[src/rtl/tpm_xchg_pkg.sv]
package tpm_xchg_pkg;
  localparam int STS_W = 32;
  localparam logic [STS_W-1:0] STS_WR_READY = 32'h0000_0040;
  localparam logic [STS_W-1:0] STS_WR_GO    = 32'h0000_0020;
  localparam logic [STS_W-1:0] STS_VALID    = 32'h0000_0080;
  localparam logic [STS_W-1:0] STS_AVAIL    = 32'h0000_0010;
  localparam int HDR_BYTES = 6;
  localparam int SIZE_FIRST = 2;
  localparam int SIZE_LAST  = 5;
  localparam int MIN_RSP    = HDR_BYTES + 1;

  typedef enum logic [2:0] {
    ERR_NONE     = 3'd0,
    ERR_CMD_SIZE = 3'd1,
    ERR_TIMEOUT  = 3'd2,
    ERR_RSP_SIZE = 3'd3,
    ERR_MID_STS  = 3'd4,
    ERR_END_STS  = 3'd5
  } xerr_e;

  typedef enum logic [4:0] {
    S_IDLE, S_CK_WAIT, S_CK_USE, S_CK_CMP, S_WR_RDY,
    S_TX_WAIT, S_TX_LOAD, S_TX_SEND, S_WR_GO,
    S_POLL_WAIT, S_POLL_RD, S_HDR_RD, S_RSZ_CHK,
    S_BODY_RD, S_MID_STS, S_LAST_RD, S_END_STS, S_WR_IDLE
  } xstate_e;
endpackage

[src/rtl/xchg_ms_timer.sv]
module xchg_ms_timer #(
  parameter int CYC_PER_MS = 100000,
  parameter int TIMEOUT_MS = 120000
) (
  input  logic clk,
  input  logic rst,
  input  logic run,
  output logic tick,
  output logic expired
);
  localparam int PRE_W = $clog2(CYC_PER_MS + 1);
  localparam int MS_W  = $clog2(TIMEOUT_MS + 1);
  localparam logic [PRE_W-1:0] PRE_LAST = PRE_W'(CYC_PER_MS - 1);
  localparam logic [MS_W-1:0]  MS_LIMIT = MS_W'(TIMEOUT_MS);

  logic [PRE_W-1:0] pre_cnt;
  logic [MS_W-1:0]  ms_cnt;

  always_ff @(posedge clk) begin
    if (rst || !run) begin
      pre_cnt <= '0;
      ms_cnt  <= '0;
      tick    <= 1'b0;
    end else begin
      tick <= 1'b0;
      if (pre_cnt == PRE_LAST) begin
        pre_cnt <= '0;
        tick    <= 1'b1;
        if (ms_cnt != MS_LIMIT) ms_cnt <= ms_cnt + MS_W'(1);
      end else begin
        pre_cnt <= pre_cnt + PRE_W'(1);
      end
    end
  end

  assign expired = (ms_cnt >= MS_LIMIT);

  // once the limit is reached it stays reached while the timer runs
  assert_expired_sticky_R6: assert property (@(posedge clk) disable iff (rst)
    (run && expired) |=> expired);

  generate
    if (CYC_PER_MS > 1) begin : g_tick_gap
      assert_tick_single_R5: assert property (@(posedge clk) disable iff (rst)
        tick |=> !tick);
    end
  endgenerate
endmodule

[src/rtl/xchg_be_word.sv]
module xchg_be_word #(
  parameter int BYTE_W = 8,
  parameter int WORD_W = 32
) (
  input  logic              clk,
  input  logic              rst,
  input  logic              clr,
  input  logic              shift,
  input  logic [BYTE_W-1:0] byte_in,
  output logic [WORD_W-1:0] word
);
  always_ff @(posedge clk) begin
    if (rst || clr) word <= '0;
    else if (shift) word <= {word[WORD_W-BYTE_W-1:0], byte_in};
  end

  // newest byte always lands in the least significant position
  assert_shift_lsb_R7: assert property (@(posedge clk) disable iff (rst)
    (shift && !clr) |=> (word[BYTE_W-1:0] == $past(byte_in)));
endmodule

[src/rtl/xchg_sts_eval.sv]
module xchg_sts_eval
  import tpm_xchg_pkg::*;
(
  input  logic [STS_W-1:0] sts,
  output logic             has_data,
  output logic             drained
);
  localparam logic [STS_W-1:0] CHK_MASK = STS_VALID | STS_AVAIL;

  always_comb begin
    has_data = ((sts & CHK_MASK) == CHK_MASK);
    drained  = ((sts & CHK_MASK) == STS_VALID);
  end
endmodule

[src/rtl/tpm_xchg_ctrl.sv]
module tpm_xchg_ctrl
  import tpm_xchg_pkg::*;
#(
  parameter int LEN_W      = 12,
  parameter int CYC_PER_MS = 100000,
  parameter int TIMEOUT_MS = 120000
) (
  input  logic             clk,
  input  logic             rst,
  input  logic             start,
  input  logic [LEN_W-1:0] cmd_len,
  input  logic [LEN_W-1:0] max_rsp,
  output logic             busy,
  output logic             done,
  output logic             err_stb,
  output logic [2:0]       err_code,
  output logic [LEN_W-1:0] rsp_len,
  output logic [LEN_W-1:0] cmd_rd_addr,
  input  logic [7:0]       cmd_rd_data,
  output logic             rsp_we,
  output logic [LEN_W-1:0] rsp_addr,
  output logic [7:0]       rsp_data,
  output logic             reg_req,
  output logic             reg_wr,
  output logic [31:0]      reg_wdata,
  input  logic             reg_ack,
  input  logic [31:0]      reg_rdata,
  output logic             fifo_req,
  output logic             fifo_wr,
  output logic [7:0]       fifo_wdata,
  input  logic             fifo_ack,
  input  logic [7:0]       fifo_rdata
);
  localparam int WORD_W = 32;
  localparam logic [LEN_W-1:0] ONE       = LEN_W'(1);
  localparam logic [LEN_W-1:0] TWO       = LEN_W'(2);
  localparam logic [LEN_W-1:0] HDR_LEN   = LEN_W'(HDR_BYTES);
  localparam logic [LEN_W-1:0] IDX_FIRST = LEN_W'(SIZE_FIRST);
  localparam logic [LEN_W-1:0] IDX_LAST  = LEN_W'(SIZE_LAST);
  localparam logic [LEN_W-1:0] HDR_END   = LEN_W'(HDR_BYTES - 1);
  localparam logic [WORD_W-1:0] MIN_WORD = WORD_W'(MIN_RSP);

  xstate_e          st;
  logic [LEN_W-1:0] idx, len_q, max_q, rsz_q;
  logic             acc_clr, acc_shift;
  logic [7:0]       acc_byte;
  logic [WORD_W-1:0] size_word;
  logic             tmr_run, tmr_tick, tmr_expired;
  logic             sts_has_data, sts_drained;

  // size field accumulator: command bytes during the check, FIFO bytes in the header
  assign acc_clr   = (st == S_IDLE) || (st == S_WR_GO);
  assign acc_shift = (st == S_CK_USE) ||
                     ((st == S_HDR_RD) && fifo_ack && (idx >= IDX_FIRST));
  assign acc_byte  = (st == S_CK_USE) ? cmd_rd_data : fifo_rdata;

  xchg_be_word #(.BYTE_W(8), .WORD_W(WORD_W)) u_size_acc (
    .clk(clk), .rst(rst), .clr(acc_clr), .shift(acc_shift),
    .byte_in(acc_byte), .word(size_word)
  );

  assign tmr_run = (st == S_POLL_WAIT) || (st == S_POLL_RD);

  xchg_ms_timer #(.CYC_PER_MS(CYC_PER_MS), .TIMEOUT_MS(TIMEOUT_MS)) u_timer (
    .clk(clk), .rst(rst), .run(tmr_run), .tick(tmr_tick), .expired(tmr_expired)
  );

  xchg_sts_eval u_sts (
    .sts(reg_rdata), .has_data(sts_has_data), .drained(sts_drained)
  );

  always_ff @(posedge clk) begin
    if (rst) begin
      st          <= S_IDLE;
      idx         <= '0;
      len_q       <= '0;
      max_q       <= '0;
      rsz_q       <= '0;
      busy        <= 1'b0;
      done        <= 1'b0;
      err_stb     <= 1'b0;
      err_code    <= ERR_NONE;
      rsp_len     <= '0;
      cmd_rd_addr <= '0;
      rsp_we      <= 1'b0;
      rsp_addr    <= '0;
      rsp_data    <= '0;
      reg_req     <= 1'b0;
      reg_wr      <= 1'b0;
      reg_wdata   <= '0;
      fifo_req    <= 1'b0;
      fifo_wr     <= 1'b0;
      fifo_wdata  <= '0;
    end else begin
      done    <= 1'b0;
      err_stb <= 1'b0;
      rsp_we  <= 1'b0;
      case (st)
        S_IDLE: begin
          if (start) begin
            len_q <= cmd_len;
            max_q <= max_rsp;
            if (cmd_len < HDR_LEN) begin
              err_stb  <= 1'b1;
              err_code <= ERR_CMD_SIZE;
            end else begin
              busy        <= 1'b1;
              idx         <= IDX_FIRST;
              cmd_rd_addr <= IDX_FIRST;
              st          <= S_CK_WAIT;
            end
          end
        end
        S_CK_WAIT: st <= S_CK_USE;
        S_CK_USE: begin
          if (idx == IDX_LAST) begin
            st <= S_CK_CMP;
          end else begin
            idx         <= idx + ONE;
            cmd_rd_addr <= idx + ONE;
            st          <= S_CK_WAIT;
          end
        end
        S_CK_CMP: begin
          if (size_word == WORD_W'(len_q)) begin
            reg_req   <= 1'b1;
            reg_wr    <= 1'b1;
            reg_wdata <= STS_WR_READY;
            st        <= S_WR_RDY;
          end else begin
            err_stb  <= 1'b1;
            err_code <= ERR_CMD_SIZE;
            busy     <= 1'b0;
            st       <= S_IDLE;
          end
        end
        S_WR_RDY: begin
          if (reg_ack) begin
            reg_req     <= 1'b0;
            idx         <= '0;
            cmd_rd_addr <= '0;
            st          <= S_TX_WAIT;
          end
        end
        S_TX_WAIT: st <= S_TX_LOAD;
        S_TX_LOAD: begin
          fifo_req   <= 1'b1;
          fifo_wr    <= 1'b1;
          fifo_wdata <= cmd_rd_data;
          st         <= S_TX_SEND;
        end
        S_TX_SEND: begin
          if (fifo_ack) begin
            fifo_req <= 1'b0;
            if (idx == len_q - ONE) begin
              reg_req   <= 1'b1;
              reg_wr    <= 1'b1;
              reg_wdata <= STS_WR_GO;
              st        <= S_WR_GO;
            end else begin
              idx         <= idx + ONE;
              cmd_rd_addr <= idx + ONE;
              st          <= S_TX_WAIT;
            end
          end
        end
        S_WR_GO: begin
          if (reg_ack) begin
            reg_req <= 1'b0;
            st      <= S_POLL_WAIT;
          end
        end
        S_POLL_WAIT: begin
          if (tmr_tick) begin
            reg_req <= 1'b1;
            reg_wr  <= 1'b0;
            st      <= S_POLL_RD;
          end
        end
        S_POLL_RD: begin
          if (reg_ack) begin
            reg_req <= 1'b0;
            if (sts_has_data) begin
              idx      <= '0;
              fifo_req <= 1'b1;
              fifo_wr  <= 1'b0;
              st       <= S_HDR_RD;
            end else if (tmr_expired) begin
              err_stb  <= 1'b1;
              err_code <= ERR_TIMEOUT;
              busy     <= 1'b0;
              st       <= S_IDLE;
            end else begin
              st <= S_POLL_WAIT;
            end
          end
        end
        S_HDR_RD: begin
          if (fifo_ack) begin
            rsp_we   <= 1'b1;
            rsp_addr <= idx;
            rsp_data <= fifo_rdata;
            if (idx == HDR_END) begin
              fifo_req <= 1'b0;
              st       <= S_RSZ_CHK;
            end else begin
              idx <= idx + ONE;
            end
          end
        end
        S_RSZ_CHK: begin
          if ((size_word > WORD_W'(max_q)) || (size_word < MIN_WORD)) begin
            err_stb  <= 1'b1;
            err_code <= ERR_RSP_SIZE;
            busy     <= 1'b0;
            st       <= S_IDLE;
          end else begin
            rsz_q <= size_word[LEN_W-1:0];
            idx   <= HDR_LEN;
            if (size_word == MIN_WORD) begin
              reg_req <= 1'b1;
              reg_wr  <= 1'b0;
              st      <= S_MID_STS;
            end else begin
              fifo_req <= 1'b1;
              fifo_wr  <= 1'b0;
              st       <= S_BODY_RD;
            end
          end
        end
        S_BODY_RD: begin
          if (fifo_ack) begin
            rsp_we   <= 1'b1;
            rsp_addr <= idx;
            rsp_data <= fifo_rdata;
            if (idx == rsz_q - TWO) begin
              fifo_req <= 1'b0;
              reg_req  <= 1'b1;
              reg_wr   <= 1'b0;
              st       <= S_MID_STS;
            end else begin
              idx <= idx + ONE;
            end
          end
        end
        S_MID_STS: begin
          if (reg_ack) begin
            reg_req <= 1'b0;
            if (sts_has_data) begin
              idx      <= rsz_q - ONE;
              fifo_req <= 1'b1;
              fifo_wr  <= 1'b0;
              st       <= S_LAST_RD;
            end else begin
              err_stb  <= 1'b1;
              err_code <= ERR_MID_STS;
              busy     <= 1'b0;
              st       <= S_IDLE;
            end
          end
        end
        S_LAST_RD: begin
          if (fifo_ack) begin
            fifo_req <= 1'b0;
            rsp_we   <= 1'b1;
            rsp_addr <= idx;
            rsp_data <= fifo_rdata;
            reg_req  <= 1'b1;
            reg_wr   <= 1'b0;
            st       <= S_END_STS;
          end
        end
        S_END_STS: begin
          if (reg_ack) begin
            if (sts_drained) begin
              reg_wr    <= 1'b1;
              reg_wdata <= STS_WR_READY;
              st        <= S_WR_IDLE;
            end else begin
              reg_req  <= 1'b0;
              err_stb  <= 1'b1;
              err_code <= ERR_END_STS;
              busy     <= 1'b0;
              st       <= S_IDLE;
            end
          end
        end
        S_WR_IDLE: begin
          if (reg_ack) begin
            reg_req  <= 1'b0;
            done     <= 1'b1;
            err_code <= ERR_NONE;
            rsp_len  <= rsz_q;
            busy     <= 1'b0;
            st       <= S_IDLE;
          end
        end
        default: st <= S_IDLE;
      endcase
    end
  end

  // the two device ports are never requested together
  assert_port_excl_R13: assert property (@(posedge clk) disable iff (rst)
    !(reg_req && fifo_req));
  // a pending register request is held until acknowledged
  assert_reg_hold_R13: assert property (@(posedge clk) disable iff (rst)
    (reg_req && !reg_ack) |=> reg_req);
  // a pending FIFO request is held until acknowledged
  assert_fifo_hold_R3: assert property (@(posedge clk) disable iff (rst)
    (fifo_req && !fifo_ack) |=> fifo_req);
  assert_strobe_excl_R12: assert property (@(posedge clk) disable iff (rst)
    !(done && err_stb));
  assert_err_code_R12: assert property (@(posedge clk) disable iff (rst)
    err_stb |-> (err_code != ERR_NONE));
  // a reported length always lies within the accepted range
  assert_done_len_R8: assert property (@(posedge clk) disable iff (rst)
    done |-> ((rsp_len >= LEN_W'(MIN_RSP)) && (rsp_len <= max_q)));
  // go is requested only once the final command byte has been handed over
  assert_go_after_cmd_R4: assert property (@(posedge clk) disable iff (rst)
    ($rose(reg_req) && reg_wr && (reg_wdata == STS_WR_GO)) |-> (idx == len_q - ONE));
  // the response buffer is written only while response bytes arrive
  assert_rsp_on_ack_R7: assert property (@(posedge clk) disable iff (rst)
    rsp_we |-> $past(fifo_ack && !fifo_wr));
endmodule

[config.mk]
export PLATFORM = sky130hd
export DESIGN_NAME = tpm_xchg_ctrl
export DESIGN_NICKNAME = d
export VERILOG_FILES = /design/src/rtl/tpm_xchg_pkg.sv /design/src/rtl/xchg_ms_timer.sv /design/src/rtl/xchg_be_word.sv /design/src/rtl/xchg_sts_eval.sv /design/src/rtl/tpm_xchg_ctrl.sv
export SDC_FILE = /design/constraint.sdc
export NUM_CORES = 1
export LEC_CHECK = 0
export CAP_MARGIN = 20
export CORE_MARGIN = 2
export CORE_UTILIZATION = 29
export CTS_CLUSTER_DIAMETER = 60
export DETAILED_ROUTE_END_ITERATION = 10
export DONT_BUFFER_PORTS = 1
export GPL_TIMING_DRIVEN = 0
export HOLD_SLACK_MARGIN = 0.02
export MAX_ROUTING_LAYER = met4
export SLEW_MARGIN = 20
export SYNTH_ARGS = -nofsm -noshare
export SYNTH_HDL_FRONTEND = slang
export SYNTH_HIERARCHICAL = 1
export SYNTH_SLANG_ARGS = --single-unit
[constraint.sdc]
create_clock -name clk -period 2.82 [get_ports clk]
set_input_delay 0.846 -clock clk [delete_from_list [all_inputs] [get_ports clk]]
set_output_delay 0.846 -clock clk [all_outputs]
set_load 0.02 [all_outputs]
# Word-level counts from Yosys, hierarchy flattened
# Cells that the tools add are included.
[classes]
addsub = 6
magnitude_cmp = 5
eq_ne = 63
n_mux = 121
bitwise = 3
n_reduce_logical = 40
[op_table]
columns = ["op", "n"]
rows = [
  ["12-bit 2-to-1 mux", 15],
  ["32-bit 2-to-1 mux", 5],
  ["12-bit one-hot mux with 9 select lines", 1],
  ["32-bit one-hot mux with 3 select lines", 1],
  ["5-bit one-hot mux with 18 select lines", 1],
  ["5-bit 2-to-1 mux", 16],
  ["2-bit != test (second input constant)", 30],
  ["1-bit 2-to-1 mux", 53],
  ["12-bit one-hot mux with 4 select lines", 1],
  ["5-bit by 4-bit == test with 1-bit output (second input constant)", 8],
  ["3-bit 2-to-1 mux", 13],
  ["13-bit AND reduction", 3],
  ["17-bit by 1-bit adder with 17-bit output (second input constant)", 2],
  ["32-bit by 12-bit == test with 1-bit output", 1],
  ["32-bit by 3-bit == test with 1-bit output (second input constant)", 1],
  ["32-bit by 12-bit greater-than comparator with 1-bit output", 1],
  ["32-bit by 3-bit less-than comparator with 1-bit output (second input constant)", 1],
  ["12-bit == test", 2],
  ["12-bit by 1-bit subtractor with 12-bit output (second input constant)", 2],
  ["3-bit one-hot mux with 7 select lines", 1],
  ["5-bit by 3-bit == test with 1-bit output (second input constant)", 4],
  ["4-bit 2-to-1 mux", 5],
  ["17-bit == test (second input constant)", 1],
  ["17-bit >= comparator (second input constant)", 1],
  ["39 further kinds", 69],
]
[word_totals]
regBits = 215
in_bits = 77

# Logic depth before layout (Yosys ltp)
[depth]
ltp_word = 5
mapped_depth = 13
mapped_depth_nobuf = 11

# By module
# Netlist, hierarchy kept.
[modules_own_cells]
columns = ["module", "n_inst", "cells_per_inst", "area_per_inst_um2", "seq_area_each_um2"]
rows = [
  ["tpm_xchg_ctrl", 1, 990, 7562.3, 2362.3],
  ["xchg_ms_timer", 1, 190, 1647.8, 700.7],
  ["xchg_be_word", 1, 105, 1156.1, 640.6],
  ["xchg_sts_eval", 1, 2, 16.3, 0.0],
]

# Least setup slack after synthesis
# OpenSTA, ideal clock, no wires.
[synth_timing]
path_type = "input port to flip-flop"
start = "in cmd_len[7]"
end = "reg cmd_rd_addr[10]"
setup_ns = 0.121
t_arrival_ns = 2.845
path_slack_ns = -0.146
path_stages = 10
cell_sequence = "nor4_1 nand2_1 nor4_1 a211oi_1 and2_1 a31o_1 buf_4 nand4_2 buf_6 mux2_4"
[synth_via]
elab_chain_cells = 3
[synth_lines]
columns = ["element", "line", "text"]
rows = [
  ["start, declared", "tpm_xchg_ctrl.sv:11", "input logic [LEN_W-1:0] cmd_len,"],
  ["12-bit by 3-bit less-than comparator with 1-bit output", "tpm_xchg_ctrl.sv:103", "if (cmd_len < HDR_LEN) begin"],
  ["2-bit != test (no line)", "--", ""],
  ["7-bit AND reduction (no line)", "--", ""],
  ["end signal, assigned", "tpm_xchg_ctrl.sv:120", "cmd_rd_addr <= idx + ONE;"],
  ["end signal, assigned", "tpm_xchg_ctrl.sv:162", "cmd_rd_addr <= idx + ONE;"],
  ["end, declared", "tpm_xchg_ctrl.sv:18", "output logic [LEN_W-1:0] cmd_rd_addr,"],
]
# Every way passes these cells.
# A chain may end at the register's enable or synchronous reset.

# Worst setup path after layout
[layout_timing]
start = "reg len_q[0]"
end = "reg cmd_rd_addr[11]"
[layout_via]
elab_chain_cells = 4
[layout_lines]
columns = ["element", "line", "text"]
rows = [
  ["start, declared", "tpm_xchg_ctrl.sv:44", "logic [LEN_W-1:0] idx, len_q, max_q, rsz_q;"],
  ["start signal, assigned", "tpm_xchg_ctrl.sv:101", "len_q <= cmd_len;"],
  ["12-bit by 1-bit subtractor with 12-bit output", "tpm_xchg_ctrl.sv:155", "if (idx == len_q - ONE) begin"],
  ["12-bit == test", "tpm_xchg_ctrl.sv:155", ""],
  ["2-bit != test (no line)", "--", ""],
  ["7-bit AND reduction (no line)", "--", ""],
]
# Every way passes these cells.

==> summary.txt <==
Drt
  – Via count: 9438
  – Initial drt markers: 910
  – Post-DRT Antenna Nets: 0
  – Per-cell routed wire length: roughly 19 um
  – Number of remaining DRC errors: 0
  – Via/cell ratio: 5.18
  – Drt pass-1 iters: 5
  – Final wirelength: roughly 35000 um

Synthesis
  – Ys flop type: dfxtp_1
  – Mapped Cells: around 1300
  – Area contributors post-synth: dfxtp_1, nand2_1, a21oi_1
  – Async set or reset register ratio after synthesis: 0
  – Yosys top cell by area: dfxtp_1
  – Share of the synthesized area in the top cell type: 0.357
  – #FFs+latches synth: between 150 and 200
  – Avg Inst Size Synth: around 8.1 um2
  – Mapped Area: approximately 10000 um2
  – Post-synth EDFFs: 0
  – Sequential fraction of the synthesis area: 0.357
  – Distinct cells, synth: about 90
  – Ys Warns: 6

Placement
  – Final HPWL DP: 25700 um
  – Routability cong.: roughly 0.96
  – PortBufs: 0

STA
  – Final critical-path required period: 2.89 ns
  – Worst Tran Pin Value: about 1.1 ns
  – Final worst slack: -0.0702 ns
  – Final Hold Vio Count: 0
  – Setup TNS: -0.801 ns
  – Relative slew margins: 0.255
  – Max Slew Vio Count: 0
  – Unrepaired setup endpoints after global routing: yes
  – Fmax: 346 MHz
  – Tcrit/Tclk final: 1.02
  – Worst-case clock skew: ~0.014 ns
  – Final setup viols: 22

CTS
  – CTS buffer count: 17
  – Clk Latency, worst-skew pair: 0.45 ns
  – CTS root buf: clkbuf_16
  – Total clock sinks: between 150 and 200
  – Clk slew on worst S/H paths: about 0.08 ns
  – Clock Path Buffers: 2
  – CTS tree: done
  – H-tree levels: 4

Setup path
  – CP max stage delay: around 0.48 ns
  – Critical Path End Type: flop
  – Crit-path cells: inv_4 -> ha_4 -> or4b_4 -> o21a_1 -> a211o_1 -> a31o_1 -> nand4_1 -> a31o_1 -> buf_6 -> nand4_4 -> clkbuf_16 -> mux2_4
  – Startpoint types: flop
  – Worst Path Required: 3.16 ns
  – CP arrival: 3.23 ns
  – CP most frequent cell: a31o_1
  – Critical-path maximum fanout: 5
  – Setup Crit Path Kind: reg -> reg
  – Slowest CP cell: or4b_4

Worst hold path
  – Tightest Hold Check Type: reg -> reg

Pwr
  – Max VDD drop: approximately 0.41 mV
  – Leak pwr: around 4.4 nW
  – Flop pwr share: 0.416
  – Clock power frac: 0.341
  – Switching Fraction: 0.336
  – Cell Pwr Density: 557 nW/um2
  – P_int: roughly 4.5 mW
  – Total power after layout: slightly below 7 mW
  – Net load switching power: 2.30 mW
  – Logic gate share of total power: 0.242

Die
  – Die area: between 30000 and 40000 um2
  – Die width: 193 um
  – Site Rows: a little under 70
  – I/O pin total: 172
  – Initial Util: 0.293
  – Die Ht: approximately 190 um
  – Placeable Area: approximately 35000 um2

GRT
  – Vias in the first global route: between 9000 and 10000
  – All-Layer GR Usage: 0.187
  – Antenna violations before repair: 0
  – Grt total ovfl: 0
  – First-pass GRT wire length: 53300 um
  – Largest net degree at the start of global routing: 19

Cells and area
  – Layout cells sized above 1: 0.180
  – N_diodes: 0
  – Fin nets: between 1000 and 1500
  – P&R area growth vs syn: 18.6%
  – Number of fill cells: ~3700

Outcome
  – Status: finished, violations left
  – Failing checks: negative setup slack

Flow run
  – Max-Cap Viols: 0
[path summary, 6_finish.rpt]
kind                   endpoint          startpoint  depth (start not counted)  slack, ns
max             cmd_rd_addr[11]            len_q[0]                         12      -0.07
min reg2reg  u_timer/pre_cnt[0]  u_timer/pre_cnt[0]                          1       0.46
min          u_timer/pre_cnt[0]  u_timer/pre_cnt[0]                          1       0.46
max reg2reg     cmd_rd_addr[11]            len_q[0]                         12      -0.07
[state kept, by name, indices dropped and copies added, names as in the netlist, 2 cells and up]
register,cells
rsz_q,12
u_timer/pre_cnt,17
cmd_rd_addr,12
fifo_wdata,8
st,5
rsp_addr,12
idx,12
u_size_acc/word,32
u_timer/ms_cnt,17
err_code,3
rsp_data,8
reg_wdata,2
max_q,12
rsp_len,12
len_q,12
[cell families after synthesis]
kind of cell / after synthesis / share of synthesized area
AND/OR/NAND/NOR: 535 / 0.251
AO/OA/AOI/OAI: 240 / 0.147
flip-flops: 185 / 0.357
buffers and inverters: 153 / 0.0774
XOR/XNOR: 81 / 0.0683
multiplexers: 70 / 0.0732
adder cells (fa/ha/maj): 22 / 0.0265
other: 1 / 0.000361
[area by class of cell]
cell class                      instances  area [um2]  share of cell area
Buffer                                110         713              0.0579
Clock buffer                           18         429              0.0349
Clock inverter                         14         126              0.0103
Inverter                               31         125              0.0102
Multi-Input combinational cell        978        6390               0.519
Sequential cell                       185        3750               0.305
Tap cell                              461         577              0.0469
Timing Repair Buffer                   24         201              0.0164
[Yosys cell counts (5+ instances only)]
cell,number
xor2_1,42
nor2_1,126
dfxtp_1,185
mux2i_1,50
and3_1,9
nor3_1,41
o21ai_0,28
mux2_4,9
o31ai_1,5
inv_1,30
buf_2,11
mux2_2,11
buf_4,36
a311oi_1,10
and2_1,9
nand4_1,23
or4_1,5
o211ai_1,8
buf_6,7
a21oi_1,113
ha_1,22
and4_1,6
nor4_1,17
clkbuf_1,59
nand3_1,41
buf_1,6
o22ai_1,9
xnor2_1,39
a211oi_1,6
nand2b_1,13
o21ai_1,7
or3_1,18
a31oi_1,5
nor2b_1,20
nand2_1,176
[layer usage]
metal / global-route usage / vias up / wire length [um]
met5: - / - / 0
met4: 0.0749 / 0 / 1130
met3: 0.0460 / 60 / 2740
met2: 0.290 / 365 / 15700
met1: 0.234 / 4454 / 15000
li1: - / 4559 / -
[critical path, delay by kind of cell (launching register included)]
family                     cells  cell delay [ns]
AOI/OAI and AO/OA              4             0.85
and+or+nand+nor                3             0.77
buffers and inverters          3             0.38
DFF                            1             0.37
muxes                          1             0.29
adders and majority gates      1             0.12
[layout by cell type (no fill, tap or decap), types with 9 or more instances in the layout]
master	n
buf_4	55
nor2b_1	19
mux2_4	9
ha_1	15
buf_2	10
xor2_1	41
clkbuf_16	18
nor4_1	14
a311oi_1	10
clkbuf_1	37
nand2b_1	13
clkbuf_2	11
mux2i_1	50
buf_6	10
and2_1	9
and3_1	9
mux2_2	11
o21ai_0	22
dfxtp_1	164
dfxtp_2	13
nor3_1	35
or3_1	16
nand4_1	23
inv_1	25
xnor2_1	38
a21oi_1	111
o21ai_1	10
nand2_1	175
nand3_1	39
conb_1	30
nor2_1	123
[metrics by stage]
| stage | hold slack, ns | setup slack, ns | utilization | instances | area, um2 |
|---|---|---|---|---|---|
| 6_report | 0.464 | -0.0702 | 0.348 | 1821 | 12300 |
| 2_1_floorplan | 0.430 | 0.0242 | - | 1316 | 10500 |
| 4_1_cts | 0.463 | -0.0710 | 0.341 | 1821 | 12100 |
| 3_3_place_gp | 0.443 | -0.731 | 0.314 | 1777 | 11100 |
| 5_1_grt | 0.488 | -0.168 | 0.348 | 1821 | 12300 |
| 3_5_place_dp | 0.452 | -0.557 | 0.314 | 1777 | 11100 |
[power groups by stage]
stage / sequential (mW) / clock [mW] / combinational (mW)
2_1_floorplan: 2.85 / 0 / 1.11
4_1_cts: 2.84 / 2.38 / 1.58
3_3_place_gp: 2.89 / 0 / 1.43
6_report: 2.85 / 2.34 / 1.66
3_5_place_dp: 2.89 / 0 / 1.44
5_1_grt: 2.86 / 2.49 / 1.79
[what timing repair did]
| action | in CTS | in global routing |
|---|---|---|
| cloned | 1 | 0 |
| pin swaps | 20 | 19 |
| setup endpoints to repair | 103 | 92 |
| hold buffers | 0 | 0 |
| gates resized for setup | 86 | 61 |
| buffers inserted | 19 | 3 |
Note: power is estimated with default switching activity, not from simulation.
